--- src/rtl/regacc_pkg.sv ---
package regacc_pkg;

   localparam int STATE_W = 3;

   typedef enum logic [STATE_W-1:0] {
      CH_IDLE  = 3'd0,
      CH_REQ   = 3'd2,
      CH_WDATA = 3'd4,
      CH_PARK  = 3'd6
   } chan_state_e;

   typedef enum logic [1:0] {
      HSEL_CMD    = 2'd0,
      HSEL_CLEAR  = 2'd1,
      HSEL_ENABLE = 2'd2,
      HSEL_INIT   = 2'd3
   } host_sel_e;

endpackage

--- src/rtl/regacc_hostif.sv ---
module regacc_hostif
   import regacc_pkg::*;
#(
   parameter int CMD_W  = 32,
   parameter int ADDR_W = 15,
   parameter int DATA_W = 16
) (
   input  logic              clk,
   input  logic              rst_n,
   input  logic              hw_valid,
   input  logic [1:0]        hw_sel,
   input  logic [CMD_W-1:0]  hw_data,
   input  logic              fsm_idle,
   output logic              cmd_fire,
   output logic              cmd_write,
   output logic [ADDR_W-1:0] cmd_addr,
   output logic [DATA_W-1:0] cmd_wdata,
   output logic              clr_fire,
   output logic              init_done
);

   localparam int WFLAG_POS = CMD_W - 1;
   localparam int ADDR_LSB  = DATA_W;

   host_sel_e sel;
   logic      chan_en;

   assign sel = host_sel_e'(hw_sel);

   always_ff @(posedge clk or negedge rst_n) begin
      if (!rst_n) begin
         chan_en   <= 1'b0;
         init_done <= 1'b0;
      end else if (hw_valid) begin
         if (sel == HSEL_ENABLE) chan_en   <= hw_data[0];
         if (sel == HSEL_INIT)   init_done <= hw_data[0];
      end
   end

   // a command is taken only when enabled and the channel sits in idle
   assign cmd_fire  = hw_valid && (sel == HSEL_CMD) && chan_en && fsm_idle;
   assign clr_fire  = hw_valid && (sel == HSEL_CLEAR) && hw_data[0];
   assign cmd_write = hw_data[WFLAG_POS];
   assign cmd_addr  = hw_data[ADDR_LSB +: ADDR_W];
   assign cmd_wdata = hw_data[DATA_W-1:0];

   generate
      if (CMD_W > ADDR_W + DATA_W + 1) begin : g_spare
         logic spare_unused;
         assign spare_unused = ^hw_data[CMD_W-2:ADDR_W+DATA_W];
      end
   endgenerate

endmodule

--- src/rtl/regacc_fsm.sv ---
module regacc_fsm
   import regacc_pkg::*;
#(
   parameter int ADDR_W = 15,
   parameter int DATA_W = 16
) (
   input  logic              clk,
   input  logic              rst_n,
   input  logic              cmd_fire,
   input  logic              cmd_write,
   input  logic [ADDR_W-1:0] cmd_addr,
   input  logic [DATA_W-1:0] cmd_wdata,
   input  logic              clr_fire,
   input  logic              be_ack,
   input  logic [DATA_W-1:0] be_rdata,
   output chan_state_e       state,
   output logic              be_req,
   output logic              be_write,
   output logic [ADDR_W-1:0] be_addr,
   output logic [DATA_W-1:0] be_wdata,
   output logic [DATA_W-1:0] rd_data
);

   chan_state_e state_q, state_d;

   always_comb begin
      state_d = state_q;
      unique case (state_q)
         CH_IDLE:  if (cmd_fire) state_d = CH_REQ;
         CH_REQ:   if (be_ack)   state_d = CH_WDATA;
         CH_WDATA: state_d = be_write ? CH_IDLE : CH_PARK;
         CH_PARK:  if (clr_fire) state_d = CH_IDLE;
         default:  state_d = CH_IDLE;
      endcase
   end

   always_ff @(posedge clk or negedge rst_n) begin
      if (!rst_n) begin
         state_q  <= CH_IDLE;
         be_write <= 1'b0;
         be_addr  <= '0;
         be_wdata <= '0;
         rd_data  <= '0;
      end else begin
         state_q <= state_d;
         if (state_q == CH_IDLE && cmd_fire) begin
            be_write <= cmd_write;
            be_addr  <= cmd_addr;
            be_wdata <= cmd_wdata;
         end
         if (state_q == CH_REQ && be_ack && !be_write)
            rd_data <= be_rdata;
      end
   end

   assign state  = state_q;
   assign be_req = (state_q == CH_REQ);

endmodule

--- src/rtl/regacc_status.sv ---
module regacc_status
   import regacc_pkg::*;
#(
   parameter int DATA_W    = 16,
   parameter int STAT_W    = 32,
   parameter bit STATUS_FF = 1'b0
) (
   input  logic              clk,
   input  logic              rst_n,
   input  chan_state_e       state,
   input  logic              pending,
   input  logic              init_done,
   input  logic [DATA_W-1:0] rd_data,
   output logic [STAT_W-1:0] status_word
);

   localparam int ST_LSB   = DATA_W;
   localparam int PEND_POS = DATA_W + STATE_W;
   localparam int SYNC_POS = PEND_POS + 1;
   localparam int INIT_POS = PEND_POS + 2;

   logic [STAT_W-1:0] packed_w;

   always_comb begin
      packed_w                       = '0;
      packed_w[DATA_W-1:0]           = rd_data;
      packed_w[ST_LSB +: STATE_W]    = state;
      packed_w[PEND_POS]             = pending;
      packed_w[SYNC_POS]             = !pending;
      packed_w[INIT_POS]             = init_done;
   end

   generate
      if (STATUS_FF) begin : g_reg
         always_ff @(posedge clk or negedge rst_n) begin
            if (!rst_n) begin
               status_word           <= '0;
               status_word[SYNC_POS] <= 1'b1;
            end else begin
               status_word <= packed_w;
            end
         end
      end else begin : g_comb
         logic unused_clk;
         assign unused_clk  = clk ^ rst_n;
         assign status_word = packed_w;
      end
   endgenerate

endmodule

--- src/rtl/regacc_channel.sv ---
module regacc_channel #(
   parameter int CMD_W     = 32,
   parameter int ADDR_W    = 15,
   parameter int DATA_W    = 16,
   parameter int STAT_W    = 32,
   parameter bit STATUS_FF = 1'b0
) (
   input  logic              clk,
   input  logic              rst_n,
   input  logic              hw_valid,
   input  logic [1:0]        hw_sel,
   input  logic [CMD_W-1:0]  hw_data,
   output logic [STAT_W-1:0] status_word,
   output logic              be_req,
   output logic              be_write,
   output logic [ADDR_W-1:0] be_addr,
   output logic [DATA_W-1:0] be_wdata,
   input  logic              be_ack,
   input  logic [DATA_W-1:0] be_rdata
);
   import regacc_pkg::*;

   generate
      if (CMD_W < ADDR_W + DATA_W + 1) begin : g_bad_cmd
         $error("command word too narrow for flag, address and data");
      end
      if (STAT_W < DATA_W + STATE_W + 3) begin : g_bad_stat
         $error("status word too narrow for its fields");
      end
      if (ADDR_W < 1 || DATA_W < 1) begin : g_bad_width
         $error("address and data widths must be positive");
      end
   endgenerate

   logic              cmd_fire, cmd_write, clr_fire, init_done;
   logic [ADDR_W-1:0] cmd_addr;
   logic [DATA_W-1:0] cmd_wdata, rd_data;
   chan_state_e       fsm_state;

   regacc_hostif #(.CMD_W(CMD_W), .ADDR_W(ADDR_W), .DATA_W(DATA_W)) u_hostif (
      .clk       (clk),
      .rst_n     (rst_n),
      .hw_valid  (hw_valid),
      .hw_sel    (hw_sel),
      .hw_data   (hw_data),
      .fsm_idle  (fsm_state == CH_IDLE),
      .cmd_fire  (cmd_fire),
      .cmd_write (cmd_write),
      .cmd_addr  (cmd_addr),
      .cmd_wdata (cmd_wdata),
      .clr_fire  (clr_fire),
      .init_done (init_done)
   );

   regacc_fsm #(.ADDR_W(ADDR_W), .DATA_W(DATA_W)) u_fsm (
      .clk       (clk),
      .rst_n     (rst_n),
      .cmd_fire  (cmd_fire),
      .cmd_write (cmd_write),
      .cmd_addr  (cmd_addr),
      .cmd_wdata (cmd_wdata),
      .clr_fire  (clr_fire),
      .be_ack    (be_ack),
      .be_rdata  (be_rdata),
      .state     (fsm_state),
      .be_req    (be_req),
      .be_write  (be_write),
      .be_addr   (be_addr),
      .be_wdata  (be_wdata),
      .rd_data   (rd_data)
   );

   regacc_status #(.DATA_W(DATA_W), .STAT_W(STAT_W), .STATUS_FF(STATUS_FF)) u_status (
      .clk         (clk),
      .rst_n       (rst_n),
      .state       (fsm_state),
      .pending     (be_req),
      .init_done   (init_done),
      .rd_data     (rd_data),
      .status_word (status_word)
   );

endmodule

--- config.mk ---
export PLATFORM = sky130hd
export DESIGN_NAME = regacc_channel
export DESIGN_NICKNAME = d
export VERILOG_FILES = /design/src/rtl/regacc_pkg.sv /design/src/rtl/regacc_hostif.sv /design/src/rtl/regacc_fsm.sv /design/src/rtl/regacc_status.sv /design/src/rtl/regacc_channel.sv
export SDC_FILE = /design/constraint.sdc
export NUM_CORES = 1
export LEC_CHECK = 0
export BUFFER_PORTS_ARGS = -buffer_cell sky130_fd_sc_hd__buf_4
export CAP_MARGIN = 20
export CORE_MARGIN = 2
export CORE_UTILIZATION = 44
export DETAILED_ROUTE_END_ITERATION = 16
export PLACE_DENSITY = 0.79
export SYNTH_ARGS = -nofsm -noshare
export SYNTH_HDL_FRONTEND = slang
export SYNTH_SLANG_ARGS = --single-unit
--- constraint.sdc ---
create_clock -name clk -period 1.6 [get_ports clk]
set_input_delay 0.24 -clock clk [delete_from_list [all_inputs] [get_ports clk]]
set_output_delay 0.24 -clock clk [all_outputs]
set_load 0.05 [all_outputs]
==> flow_summary.yaml <==
sta:
  fin_crit_sh_pct: 92.9
  hold_violations: 0
  slew-limit-headroom_pct: 57.2
  tightest_slew_ns: 0.642
  final_max_slew_viol_count: 0
  fin_ws_ns: 0.114
  grt_setup_unrepaired: "false"
  max_freq_ghz: 0.673
  min_period_ns: 1.49
  setup_violations: 0
  skew_ns: 0.00502
synth:
  syn_area_um2: 2190
  seq_area_frac_synth_pct: 59.5
  syn_inst: 138
  ys_seq_elements: 52
  syn-mean-instance-area_um2: 15.9
  ys_warn_count: 0
  synth_cell_types: 19
worst_hold_path:
  worstHoldStart: "hw_data[31]"
  hp-class: "input pin to flop"
clock_tree:
  cts.path.max_buffers: 2
  cts_tree: "yes"
  cts-root-buf: "clkbuf_8"
  cts_num_sinks: 52
  h-tree-depth: 2
  worstSkewPairLatency_ns: 0.30
  clk_pin_slew_ns: 0.09
  cts_buffers: 5
  postCtsSetupBuffers: 0
die:
  die_w_um: 74.5
  coreArea_um2: 4750
  ios: 119
  die_area_um2: 5550
  placementRows: 25
  die_y_um: 74.5
  initial_core_util_pct: 46.0
finish:
  final_cells: 315
  layout.nets: 301
  area_growth_pct: 41.8
  antenna_cells: 0
  drive_gt1_share_pct: 69.0
  final_area_um2: 3100
  fill_cells: 390
worst_setup_path:
  path_cells: "nor2b_4 -> and3_4 -> mux2_2"
  r2r-start: "u_fsm.state[2]$_DFFE_PN0P_"
  crit_path_max_incr_delay_ns: 0.47
  endpoint_kind: "flop"
  crit_required_ns: 1.78
  crit_type: "flop to flop"
  start_kind: "flop"
  cp_max_fo: 16
  crit_arrival_ns: 1.67
  crit_slowest_cell: "dfrtp_2"
  r2r_slack_ns: 0.11
  cp-startpoint: "u_fsm.state[2]$_DFFE_PN0P_"
global_routing:
  grt_pass1_vias: 1433
  grt-ovfl-total: 0
  antenna_found_initial: 0
  grt_pass1_wl_mm: 6.71
  grt_usage_pct: 16.1
  grt_max_degree: 53
pwr:
  power_mw: 4.89
  vdd_ir_drop_max_mv: 0.747
  power.density_nw_per_um2: 1580
  p_leak_nw: 1.69
routing:
  ant_nets: 0
  wire_per_inst_um: 13.8
  first_iter_violations: 38
  drt_pass1_iterations: 4
  via_count: 1453
  drt_wl_total_mm: 4.34
  drc: 0
  vias_per_cell: 4.61
placement:
  place_hpwl_mm: 3.26
  dpl_cell_area_um2: 2990
  dpl.cell_count: 306
  io_buffers: 107
  place_ws_ns: 0.118
  place.gp.congestion: 0.700
run:
  cap_violations: 0
status:
  status: "complete, no violations"
-- sequential cells by signal (all words and copies together) (netlist names) --
name,count
u_fsm.be_write,1
u_hostif.chan_en,1
u_fsm.state,2
u_fsm.be_wdata,16
u_fsm.rd_data,16
u_fsm.be_addr,15
u_hostif.init_done,1
-- metal layers --
metal  global-route usage, %  share of wire (%)
met1                    20.7                 43
met5                       0                  0
met4                    4.76               0.95
met3                    7.86                 13
met2                    24.3                 44
-- cell type report --
cell class | count | area [µm²] | area share (%)
Clock buffer | 6 | 72.6 | 2.34
Multi-Input combinational cell | 76 | 759 | 24.5
Inverter | 2 | 7.51 | 0.242
Sequential cell | 52 | 1300 | 42.0
Clock inverter | 2 | 35.0 | 1.13
Timing Repair Buffer | 110 | 841 | 27.1
Tap cell | 67 | 83.8 | 2.70
-- power by group --
| part | switching, mW | total [mW] | leakage (nW) | internal (mW) |
|---|---|---|---|---|
| clock | 0.403 | 0.867 | 0.0552 | 0.464 |
| sequential | 0.179 | 1.79 | 0.680 | 1.61 |
| combinational | 1.44 | 2.24 | 0.953 | 0.802 |
| total | 2.02 | 4.89 | 1.69 | 2.87 |
-- stage by stage --
step,hold slack [ns],utilization (%),TNS (ns)
2_1_floorplan,-0.0556,-,-3.47
3_3_place_gp,0.307,62.8,0
3_5_place_dp,0.312,62.8,0
4_1_cts,0.156,65.3,0
5_1_grt,0.147,65.3,0
6_report,0.168,65.3,0
-- worst paths after layout --
kind,depth (start not counted),endpoint
max,3,u_fsm.rd_data[15]$_DFFE_PN0P_
min,2,u_fsm.be_write$_DFFE_PN0P_
max reg2reg,3,u_fsm.rd_data[15]$_DFFE_PN0P_
min reg2reg,1,u_fsm.rd_data[0]$_DFFE_PN0P_
max in group asynchronous,2,u_fsm.state[1]$_DFFE_PN0P_
min in group asynchronous,2,u_fsm.rd_data[9]$_DFFE_PN0P_
-- cell families after synthesis --
| logic type | synth area share [%] |
|---|---|
| AOI/OAI and AO/OA | 1.14 |
| and+or+nand+nor | 3.54 |
| muxes | 27.9 |
| other | 0.171 |
| DFF | 59.5 |
| buffers and inverters | 7.78 |
-- worst max-delay path, delay by kind of cell (launching register included) --
family / cells / cell delay, ns
flip-flops: 1 / 0.47
AND/OR/NAND/NOR: 2 / 0.53
multiplexers: 1 / 0.37
-- cells in the mapped netlist --
master	count	share of area, %
and2b_1	1	0.34
dfrtp_1	52	59
a21oi_1	4	0.91
and3_4	1	0.51
nand4b_4	1	1.1
nor2_1	1	0.17
mux2_2	40	21
mux2_4	10	6.9
conb_1	1	0.17
buf_6	4	2.1
o21ai_0	1	0.23
nor2b_2	1	0.40
nand4b_1	1	0.40
inv_1	2	0.34
buf_12	1	0.91
buf_4	13	4.5
nand2_1	1	0.17
mux2i_1	1	0.46
nand3_1	2	0.46
-- timing repair --
action | CTS | global route
endpoints found under the setup margin | 0 | 0
resized for setup | 0 | 0
hold buffers | 1 | 0
endpoints found under the hold margin | 52 | 0
-- cells in the final DEF, fill, tap and decap left out, drive strengths merged, types with 2 or more instances in the layout --
cell      n
buf     109
dfrtp    52
mux2     50
conb     11
clkbuf    6
a21oi     4
inv       2
nand3     2
nand4b    2
Note: power is estimated with default switching activity, not from simulation.
